`src/rtl/pwr_mode_pkg.sv`:
```
package pwr_mode_pkg;

    typedef enum logic [2:0] {
        PM_ON,
        PM_DOZE,
        PM_DRAIN,
        PM_HANDSHAKE,
        PM_SETTLE,
        PM_NAP,
        PM_SLEEP
    } pm_state_e;

    typedef enum logic [1:0] {
        LVL_FULL  = 2'd0,
        LVL_DOZE  = 2'd1,
        LVL_NAP   = 2'd2,
        LVL_SLEEP = 2'd3
    } pm_level_e;

endpackage

```
`src/rtl/pm_mode_decode.sv`:
```
module pm_mode_decode
    import pwr_mode_pkg::*;
(
    input  logic [2:0] mode_sel,
    output logic       sel_valid,
    output pm_level_e  sel_level
);

    // Exactly one bit must be set; anything else is not a request
    always_comb begin
        sel_valid = 1'b1;
        sel_level = LVL_FULL;
        case (mode_sel)
            3'b001:  sel_level = LVL_DOZE;
            3'b010:  sel_level = LVL_NAP;
            3'b100:  sel_level = LVL_SLEEP;
            default: sel_valid = 1'b0;
        endcase
    end

endmodule

```
`src/rtl/pm_entry_timer.sv`:
```
module pm_entry_timer #(
    parameter int ENTRY_DLY = 8
) (
    input  logic clk,
    input  logic rst_n,
    input  logic run,
    output logic done
);

    localparam int CW = (ENTRY_DLY < 2) ? 1 : $clog2(ENTRY_DLY + 1);
    localparam logic [CW-1:0] LAST = CW'(ENTRY_DLY - 1);

    logic [CW-1:0] cnt_q;

    assign done = run && (cnt_q == LAST);

    always_ff @(posedge clk or negedge rst_n) begin
        if (!rst_n)
            cnt_q <= '0;
        else if (!run)
            cnt_q <= '0;
        else if (!done)
            cnt_q <= cnt_q + 1'b1;
    end

    // Counter never runs past the programmed delay
    p_cnt_bound_r8: assert property (@(posedge clk) disable iff (!rst_n)
        cnt_q <= LAST);

endmodule

```
`src/rtl/pm_clk_map.sv`:
```
module pm_clk_map
    import pwr_mode_pkg::*;
(
    input  pm_state_e st,
    output logic      exec_en,
    output logic      bus_en,
    output logic      tmr_en,
    output pm_level_e level
);

    always_comb begin
        exec_en = 1'b1;
        bus_en  = 1'b1;
        tmr_en  = 1'b1;
        level   = LVL_FULL;
        unique case (st)
            PM_DOZE: begin
                exec_en = 1'b0;
                level   = LVL_DOZE;
            end
            PM_NAP: begin
                exec_en = 1'b0;
                bus_en  = 1'b0;
                level   = LVL_NAP;
            end
            PM_SLEEP: begin
                exec_en = 1'b0;
                bus_en  = 1'b0;
                tmr_en  = 1'b0;
                level   = LVL_SLEEP;
            end
            default: ;
        endcase
    end

endmodule

```
`src/rtl/pwr_mode_ctrl.sv`:
```
module pwr_mode_ctrl
    import pwr_mode_pkg::*;
#(
    parameter int ENTRY_DLY = 8
) (
    input  logic       clk,
    input  logic       rst_n,
    input  logic [2:0] mode_sel,
    input  logic       pow_en,
    input  logic       bus_idle,
    input  logic       qack,
    input  logic       irq_ext,
    input  logic       irq_smi,
    input  logic       irq_mchk,
    input  logic       soft_rst,
    output logic       qreq,
    output logic       exec_clk_en,
    output logic       bus_clk_en,
    output logic       tmr_clk_en,
    output logic [1:0] pwr_level
);

    pm_state_e st_q, st_d;
    pm_level_e tgt_q;
    pm_level_e sel_level;
    pm_level_e map_level;
    logic      sel_valid;
    logic      dly_done;
    logic      wake;

    assign wake = irq_ext | irq_smi | irq_mchk | soft_rst;

    pm_mode_decode u_dec (
        .mode_sel  (mode_sel),
        .sel_valid (sel_valid),
        .sel_level (sel_level)
    );

    pm_entry_timer #(.ENTRY_DLY(ENTRY_DLY)) u_tmr (
        .clk   (clk),
        .rst_n (rst_n),
        .run   (st_q == PM_SETTLE),
        .done  (dly_done)
    );

    pm_clk_map u_map (
        .st      (st_q),
        .exec_en (exec_clk_en),
        .bus_en  (bus_clk_en),
        .tmr_en  (tmr_clk_en),
        .level   (map_level)
    );

    // Next-state logic: a wake always wins
    always_comb begin
        st_d = st_q;
        if (wake) begin
            st_d = PM_ON;
        end else begin
            unique case (st_q)
                PM_ON:
                    if (pow_en && sel_valid)
                        st_d = (sel_level == LVL_DOZE) ? PM_DOZE : PM_DRAIN;
                PM_DOZE:      st_d = PM_DOZE;
                PM_DRAIN:
                    if (bus_idle) st_d = PM_HANDSHAKE;
                PM_HANDSHAKE:
                    if (qack) st_d = (tgt_q == LVL_SLEEP) ? PM_SETTLE : PM_NAP;
                PM_SETTLE:
                    if (dly_done) st_d = PM_SLEEP;
                PM_NAP:       st_d = PM_NAP;
                PM_SLEEP:     st_d = PM_SLEEP;
                default:      st_d = PM_ON;
            endcase
        end
    end

    // State register and latched target level
    always_ff @(posedge clk or negedge rst_n) begin
        if (!rst_n) begin
            st_q  <= PM_ON;
            tgt_q <= LVL_FULL;
        end else begin
            st_q <= st_d;
            if (st_q == PM_ON && st_d == PM_DRAIN)
                tgt_q <= sel_level;
        end
    end

    // Outputs
    always_comb begin
        qreq      = (st_q == PM_HANDSHAKE) || (st_q == PM_SETTLE) ||
                    (st_q == PM_NAP) || (st_q == PM_SLEEP);
        pwr_level = map_level;
    end

    p_reset_full_r1: assert property (@(posedge clk)
        !rst_n |-> (!qreq && exec_clk_en && bus_clk_en && tmr_clk_en));

    p_bad_cfg_ignored_r3: assert property (@(posedge clk) disable iff (!rst_n)
        (st_q == PM_ON && pow_en && $countones(mode_sel) != 1)
        |=> (st_q == PM_ON));

    p_doze_no_req_r4: assert property (@(posedge clk) disable iff (!rst_n)
        (pwr_level == LVL_DOZE) |-> !qreq);

    p_req_after_idle_r6: assert property (@(posedge clk) disable iff (!rst_n)
        $rose(qreq) |-> $past(bus_idle));

    p_nap_after_ack_r7: assert property (@(posedge clk) disable iff (!rst_n)
        $rose(pwr_level == LVL_NAP) |-> $past(qack));

    p_sleep_after_dly_r8: assert property (@(posedge clk) disable iff (!rst_n)
        $rose(pwr_level == LVL_SLEEP) |-> $past(dly_done));

    p_sleep_all_off_r8: assert property (@(posedge clk) disable iff (!rst_n)
        (pwr_level == LVL_SLEEP) |-> (!exec_clk_en && !bus_clk_en && !tmr_clk_en));

    p_wake_exit_r9: assert property (@(posedge clk) disable iff (!rst_n)
        wake |=> (!qreq && exec_clk_en && bus_clk_en && tmr_clk_en
                  && pwr_level == LVL_FULL));

endmodule

```
`config.mk`:
```
export PLATFORM = sky130hd
export DESIGN_NAME = pwr_mode_ctrl
export DESIGN_NICKNAME = d
export VERILOG_FILES = /design/src/rtl/pwr_mode_pkg.sv /design/src/rtl/pm_mode_decode.sv /design/src/rtl/pm_entry_timer.sv /design/src/rtl/pm_clk_map.sv /design/src/rtl/pwr_mode_ctrl.sv
export SDC_FILE = /design/constraint.sdc
export NUM_CORES = 1
export LEC_CHECK = 0
export BUFFER_PORTS_ARGS = -buffer_cell sky130_fd_sc_hd__buf_4
export CORE_AREA = 4 4 41 43
export CTS_CLUSTER_SIZE = 20
export DETAILED_ROUTE_END_ITERATION = 16
export DIE_AREA = 0 0 45 47
export PLACE_DENSITY = 0.66
export SYNTH_ARGS = -nofsm -noshare
export SYNTH_HDL_FRONTEND = slang
export SYNTH_SLANG_ARGS = --single-unit
```
`constraint.sdc`:
```
create_clock -name clk -period 1.96 [get_ports clk]
set_input_delay 0.196 -clock clk [delete_from_list [all_inputs] [get_ports clk]]
set_output_delay 0.196 -clock clk [all_outputs]
set_load 0.01 [all_outputs]
```
==> summary.txt, run 1 <==
DETAILED ROUTING
-------------------------------------------------------------------------------------
Mean number of vias per cell                                                    5.098
Final routed wirelength across all metal layers                               1073 um
Met2 routed wirelength                                                         457 um
Routed length per instance                                                   11.66 um
Highest metal layer with signal wires                                            met4
Antenna viol nets, final                                                            0
Detailed route wirelength on metal3                                             78 um
Detailed Route Iter0 Violations                                                     7
DRC Markers                                                                         0
First-pass DRT Iterations                                                           4
Overall via count from detail_route                                               469
Sum of routed wire segments on met1                                            528 um

YOSYS
-------------------------------------------------------------------------------------
Most repeated cell in the gate-level netlist after synthesis             sky130_fd_sc_hd__dfrtp_1
Number of enable flip-flop cells after synthesis                                    0
Library cells used by synthesis                                                    30
Syn Area/Cell                                                              9.535 um^2
Most instantiated flip-flop cell in the synthesis netlist                sky130_fd_sc_hd__dfrtp_1
Post-synthesis instance area                                               553.0 um^2
Area fraction of the dominant cell type after synthesis                        0.4072
Count of state elements after synthesis                                             9
Yosys warnings                                                                      0
Fraction of the yosys area taken by sequential cells                           0.4072
Largest cells by area after synthesis                                    sky130_fd_sc_hd__dfrtp_1, sky130_fd_sc_hd__xnor2_1, sky130_fd_sc_hd__nand2_1
Share of async-settable or async-resettable flops after synthesis               1.000
Net Count, Synth                                                                   71
Synth area leader                                                        sky130_fd_sc_hd__dfrtp_1
Most used standard cells in the synthesized netlist                      sky130_fd_sc_hd__dfrtp_1, sky130_fd_sc_hd__nand2_1, sky130_fd_sc_hd__nor2_1
Synthesized instance count                                                         58

WORST SETUP PATH
-------------------------------------------------------------------------------------
Critical path's top delay family                                           flip-flops
Worst endpoint data arrival time                                              1.36 ns
Crit path largest cell delay                                                  0.52 ns
Largest fanout on the critical path                                                11
Critical Path Sink Type                                                   output port
Type of origin of the critical path                                              flop
Buffers plus inverters on the worst setup path                                      1
Endpoint required time on the critical path                                   1.76 ns
Critical Path Slowest Stage Cell                                         sky130_fd_sc_hd__dfrtp_1
Setup CP Type                                                            flop to output port
Cell-by-cell trace of the critical path                                  nor2b_1 > nand2_1 > and2_1 > buf_4

GLOBAL ROUTE
-------------------------------------------------------------------------------------
Total gr overflow                                                                   0
Wire length of the first global-routing pass                                  1904 um
Vias in the first global route                                                    447
Largest net degree at the start of global routing                                  12
Initial antenna violation count                                                     0
GRT Overall Usage                                                              0.1270

TIMING
-------------------------------------------------------------------------------------
Largest clock skew in the final design                                    0.001016 ns
Measured slew at the worst slew-check pin                                   0.3174 ns
Endpoints failing setup                                                             0
Final-report max-slew violation count                                               0
Period Utilization, post-route                                                 0.7953
Unrepaired setup endpoints after global routing                                    no
Max Fclk                                                                    641.5 MHz
Final hold violations                                                               0
Max-slew headroom at the worst pin                                             0.7884
Crit path time final                                                         1.559 ns
Final total negative setup slack                                                 0 ns
Worst hold slack                                                            0.2129 ns

PLACED DESIGN
-------------------------------------------------------------------------------------
Port Buffers                                                                       17
Cell Count Post-Placement                                                          87
Post-detailed-placement half-perimeter wirelength                            854.8 um
Instance area at placement                                                 686.9 um^2
Routability cong.                                                              0.8261

FINAL LAYOUT
-------------------------------------------------------------------------------------
Number of standard cells in the layout, taps in and fillers out                    92
Total area of multi-input combinational cells                              307.8 um^2
Synth-to-Final Area Change                                                     30.77%
Antenna diodes                                                                      0
Sequential cell area                                                       225.2 um^2
Design area                                                                723.2 um^2
Share of cells above drive strength 1                                          0.2987
Number of nets in the layout                                                       91
Filler cell count in the final layout                                             130

POWER
-------------------------------------------------------------------------------------
Static leakage                                                              0.3380 nW
Pwr Density                                                              514.5 mW/mm^2
Worst vdd ir                                                              0.0003083 V

FLOORPLAN
-------------------------------------------------------------------------------------
# rows                                                                             13
Vertical die dimension                                                          47 um
Die area                                                                 0.002115 mm^2
Initial Utilization                                                            0.4250
Core region area                                                         0.001301 mm^2
Die outline width                                                               45 um
IO Pins                                                                            18

CLOCKING
-------------------------------------------------------------------------------------
Number of buffers added by the clock tree synthesis step                            3
Clock latency on the worst-skew pair                                          0.25 ns
Clock tree from TritonCTS                                                         yes
Clock-pin slew of the registers on the worst-case setup and hold paths        0.06 ns
H-tree Lvls                                                                         1
Total clock sinks                                                                   9
Buffer depth of the longest clock path                                              2
Cts repair resizes                                                                  0
Clock Tree Root                                                          sky130_fd_sc_hd__clkbuf_4

MIN PATH
-------------------------------------------------------------------------------------
Worst min path class                                                     primary input to flop

FLOW RUN
-------------------------------------------------------------------------------------
Maximum capacitance violations                                                      0

STATUS
-------------------------------------------------------------------------------------
Outcome                                                                  finished, final reports clean

## stage by stage
| step | power, mW | setup slack [ns] | util |
|---|---|---|---|
| 2_1_floorplan | 0.2123 | 0.5085 | - |
| 3_3_place_gp | 0.2382 | 0.3762 | 0.5279 |
| 3_5_place_dp | 0.2387 | 0.3575 | 0.5279 |
| 4_1_cts | 0.3840 | 0.3814 | 0.5558 |
| 5_1_grt | 0.3949 | 0.2617 | 0.5558 |
| 6_report | 0.3721 | 0.4012 | 0.5558 |
## metal layers
metal,GRT usage,up-vias
met1,0.1643,209
li1,-,245
met2,0.1893,13
met3,0.02682,2
met4,0.08772,0
met5,0,-
## cells in the final DEF, fill, tap and decap left out, types with 2 or more instances in the layout
master / n
sky130_fd_sc_hd__dfrtp_1: 9
sky130_fd_sc_hd__nand2b_1: 2
sky130_fd_sc_hd__o21ai_0: 3
sky130_fd_sc_hd__xnor2_1: 3
sky130_fd_sc_hd__inv_1: 2
sky130_fd_sc_hd__nand3_1: 2
sky130_fd_sc_hd__clkbuf_4: 3
sky130_fd_sc_hd__nor2_1: 6
sky130_fd_sc_hd__nand2_1: 6
sky130_fd_sc_hd__xor2_1: 2
sky130_fd_sc_hd__mux2i_1: 2
sky130_fd_sc_hd__buf_4: 17
## logic make-up after synthesis
kind of cell,Yosys count,share of synthesized area
flops,9,0.4072
mux,3,0.05656
simple gates,26,0.2896
compound gates,9,0.1086
buf+inv,5,0.03620
fa+ha+maj,1,0.02262
xor+xnor,5,0.07920
## sequential cells by signal, indices dropped and copies added (netlist names)
name,cells
st_q,3
tgt_q,2
u_tmr.cnt_q,4
## repair_timing
item / in CTS / in global routing
buffers inserted: 0 / 0
hold buffers: 1 / 0
hold endpoints to repair: 9 / 0
## worst register-to-register path, stage by stage (launching register included)
cell and delay [ns]:
sky130_fd_sc_hd__dfrtp_1 0.49, sky130_fd_sc_hd__nor4b_2 0.34, sky130_fd_sc_hd__and4bb_1 0.25, sky130_fd_sc_hd__mux2_1 0.32
## layout make-up
class,count,area share
inverters,2,0.01038
multi-input cells,44,0.4256
clock buffers,4,0.03633
flip-flops and latches,9,0.3114
well taps,15,0.02595
repair buffers,18,0.1903
## where the power goes
part	switching, mW	internal, mW	total, mW
logic	0.0154	0.0251	0.0405
clock network	0.0573	0.0780	0.135
registers	0.00374	0.193	0.196
total	0.0764	0.296	0.372
## path summary, 6_finish.rpt
path,start,endpoint,slack (ns),cells past startpoint
setup / recovery,st_q[2]$_DFF_PN0_,exec_clk_en,0.40,4
hold / removal,soft_rst,st_q[1]$_DFF_PN0_,0.21,3
setup reg to reg,st_q[2]$_DFF_PN0_,tgt_q[0]$_DFFE_PN0P_,0.45,3
hold reg to reg,tgt_q[1]$_DFFE_PN0P_,tgt_q[1]$_DFFE_PN0P_,0.48,1
max in group asynchronous,rst_n,u_tmr.cnt_q[2]$_DFFE_PN0P_,1.52,2
min in group asynchronous,rst_n,tgt_q[1]$_DFFE_PN0P_,0.31,2
Power figures use the tool's default switching activity.
==> run 2: changes to the inputs <==
==> constraint.sdc (replaced) <==
create_clock -name clk -period 1.6 [get_ports clk]
set_input_delay 0.16 -clock clk [delete_from_list [all_inputs] [get_ports clk]]
set_output_delay 0.16 -clock clk [all_outputs]
set_load 0.01 [all_outputs]
==> run 2 against run 1 <==
Sequential power rose by 23%. Non-clock buffer count rose by 3. Sequential share of layout area fell by 0.92 points. Clock-buffer cell count did not move. Via count rose by 1.3%. Clock skew barely moved. First-iteration DRC count rose by 29%. Worst hold slack got worse by 0.023 ns. Flip-flop and latch count did not move. Wire length rose by 6.3%. Global-route usage rose by 0.25 points. Largest power group unchanged. Highest routed layer unchanged.
==> summary.txt, run 2 (synthesis gave the netlist of run 1 again) <==
STATUS
-------------------------------------------------------------------------------------
Outcome                                                                  finished, final reports clean

WORST SETUP PATH
-------------------------------------------------------------------------------------
Cell-by-cell trace of the critical path                                  buf_4 > nor2b_2 > nand2_1 > and2_1 > buf_4
Worst endpoint data arrival time                                              1.33 ns   -0.03 ns
Type of origin of the critical path                                              flop
Buffers plus inverters on the worst setup path                                      2   +1
Worst reg2reg path endpoint                                              st_q[1]$_DFF_PN0_
Endpoint required time on the critical path                                   1.44 ns   -0.32 ns
Largest fanout on the critical path                                                 5   -6
Critical path's top delay family                                           flip-flops
Number of gates on the worst path with buffers counted                              5   +1
Crit path largest cell delay                                                  0.44 ns   -0.08 ns
Critical Path Slowest Stage Cell                                         sky130_fd_sc_hd__dfrtp_2
Library cell appearing most often on the critical path                   sky130_fd_sc_hd__buf_4
Cells on worst reg2reg path                                                         4   +1
Critical Path Sink Type                                                   output port
Reg-to-reg critical path startpoint                                      u_tmr.cnt_q[0]$_DFFE_PN0P_
Setup CP Type                                                            flop to output port
Register-to-register setup slack                                              0.16 ns   -0.29 ns

CLOCKING
-------------------------------------------------------------------------------------
Total clock sinks                                                                   9   unchanged
Setup fix buffers added after clock tree synthesis                                  0   unchanged
Clock Tree Root                                                          sky130_fd_sc_hd__clkbuf_4
Clock tree from TritonCTS                                                         yes
Clock latency on the worst-skew pair                                          0.25 ns   about the same
Buffer depth of the longest clock path                                              2   unchanged
H-tree Lvls                                                                         1   unchanged
Number of buffers added by the clock tree synthesis step                            3   unchanged
Clock-pin slew of the registers on the worst-case setup and hold paths        0.06 ns   about the same

TIMING
-------------------------------------------------------------------------------------
Max Fclk                                                                    671.1 MHz
Period Utilization, post-route                                                 0.9313
Slack of the critical path                                                  0.1100 ns   -0.2913 ns
Largest clock skew in the final design                                   0.0008982 ns   -0.0001177 ns
Unrepaired setup endpoints after global routing                                    no
Final hold violations                                                               0   unchanged
Measured slew at the worst slew-check pin                                   0.3045 ns   -0.01289 ns
Final-report max-slew violation count                                               0   unchanged
Max-slew headroom at the worst pin                                             0.7970   +0.008597
Endpoints failing setup                                                             0   unchanged
Crit path time final                                                         1.490 ns
Final total negative setup slack                                                 0 ns   unchanged

POWER
-------------------------------------------------------------------------------------
Sequential cell fraction of total power                                         0.528   about the same
Internal power                                                              0.3623 mW   +23%
Switching share of total power                                                 0.2046   -0.0007880
Static leakage                                                              0.3513 nW   +3.9%
Relative contribution of combinational cells to total power                     0.110   about the same
Worst vdd ir                                                              0.0004742 V   +54%
Pwr Density                                                              607.7 mW/mm^2   +18%
Post-route total power                                                      0.4555 mW   +22%
Clock network fraction of total power                                           0.362   -0.002
Power dissipated by switching net loads                                    0.09319 mW   +22%

FINAL LAYOUT
-------------------------------------------------------------------------------------
Number of standard cells in the layout, taps in and fillers out                    95   +3.3%
Biggest regs                                                             u_tmr.cnt_q (4), st_q (3), tgt_q (2)
Synth-to-Final Area Change                                                     35.52%
Share of cells above drive strength 1                                          0.3500   +0.05130
Number of nets in the layout                                                       94   +3.3%
Max FFs per register                                                                4   unchanged
Antenna diodes                                                                      0   unchanged
Largest register by flop count                                            u_tmr.cnt_q
Most common cell after layout, fill and taps aside                       sky130_fd_sc_hd__buf_4
Leading cell types in the layout, fill and taps excluded                 sky130_fd_sc_hd__buf_4, sky130_fd_sc_hd__dfrtp_1, sky130_fd_sc_hd__nand2_1, sky130_fd_sc_hd__nor2_1

FLOORPLAN
-------------------------------------------------------------------------------------
Core region area                                                         0.001301 mm^2   unchanged
IO Pins                                                                            18   unchanged
Vertical die dimension                                                          47 um   unchanged
# rows                                                                             13   unchanged
Die area                                                                 0.002115 mm^2   unchanged
Initial Utilization                                                            0.4250   unchanged
Die outline width                                                               45 um   unchanged

GLOBAL ROUTE
-------------------------------------------------------------------------------------
Total gr overflow                                                                   0   unchanged
Wire length of the first global-routing pass                                  2028 um   +6.5%
Largest net degree at the start of global routing                                  11   -1
Initial antenna violation count                                                     0   unchanged
Vias in the first global route                                                    461   +3.1%
GRT Overall Usage                                                              0.1295   +0.002500

PLACED DESIGN
-------------------------------------------------------------------------------------
Routability cong.                                                              0.7252   -12%
Port Buffers                                                                       17   unchanged
Cell Count Post-Placement                                                          90   +3.4%
Setup Slack @ Placement                                                    0.02743 ns   -0.3301 ns
Post-detailed-placement half-perimeter wirelength                            921.1 um   +7.8%

DETAILED ROUTING
-------------------------------------------------------------------------------------
Routed length per instance                                                   12.01 um   +3.0%
Antenna viol nets, final                                                            0   unchanged
DRC Markers                                                                         0   unchanged
First-pass DRT Iterations                                                           4   unchanged
Detailed Route Iter0 Violations                                                     9   +2
Final routed wirelength across all metal layers                               1141 um   +6.3%
Overall via count from detail_route                                               475   +1.3%
Mean number of vias per cell                                                    5.000   -1.9%

MIN PATH
-------------------------------------------------------------------------------------
Worst min path class                                                     primary input to flop
Startpoint of the tightest hold check path                                   soft_rst
Hold EP                                                                  st_q[1]$_DFF_PN0_
Worst hold path depth                                                               3   unchanged

FLOW RUN
-------------------------------------------------------------------------------------
Maximum capacitance violations                                                      0   unchanged

run 2: area by class of cell:
type	count	area [um^2]
Clock buffer	4	26.28
Fill cell	133	551.8
Inverter	2	7.507
Multi-Input combinational cell	44	310.3
Sequential cell	9	226.5
Tap cell	15	18.77
Timing Repair Buffer	21	160.2
run 2: worst max path at each step:
stage,to,start
floorplan,tgt_q[0]$_DFFE_PN0P_,irq_smi
global placement,tgt_q[0]$_DFFE_PN0P_,irq_smi
detailed placement,tgt_q[0]$_DFFE_PN0P_,irq_smi
CTS,exec_clk_en,st_q[0]$_DFF_PN0_
global route,exec_clk_en,st_q[0]$_DFF_PN0_
finish,exec_clk_en,st_q[0]$_DFF_PN0_
run 2: repair_timing:
action / CTS / global route
hold buffers: 1 / 0
hold endpoints to repair: 9 / 0
resized for setup: 0 / 2
endpoints found under the setup margin: 0 / 1
run 2: metrics by stage:
stage	area, um^2	utilization	hold slack, ns
after global routing	749.5	0.5760	0.1903
after CTS	745.7	0.5731	0.1851
after global placement	709.4	0.5452	-0.01325
final	749.5	0.5760	0.1904
after detailed placement	709.4	0.5452	-0.01328
after floorplan	553.0	-	-0.1356
run 2: power by group through the flow:
| stage | logic, mW | registers, mW | clock network, mW |
|---|---|---|---|
| 2_1_floorplan | 0.0175 | 0.243 | 0 |
| 3_3_place_gp | 0.0481 | 0.244 | 0 |
| 3_5_place_dp | 0.0479 | 0.245 | 0 |
| 4_1_cts | 0.0502 | 0.241 | 0.172 |
| 5_1_grt | 0.0559 | 0.242 | 0.182 |
| 6_report | 0.0501 | 0.241 | 0.165 |
run 2: routing by layer:
layer	track usage	part of all wire
met1	0.1835	0.49
met2	0.2034	0.43
met3	0.01149	0.075
met4	0.05263	0.0070
met5	0	0
run 2: tightest hold or removal path: stages:
cell and delay [ns]:
sky130_fd_sc_hd__buf_4 0.08, sky130_fd_sc_hd__or4_4 0.12, sky130_fd_sc_hd__a31oi_1 0.04
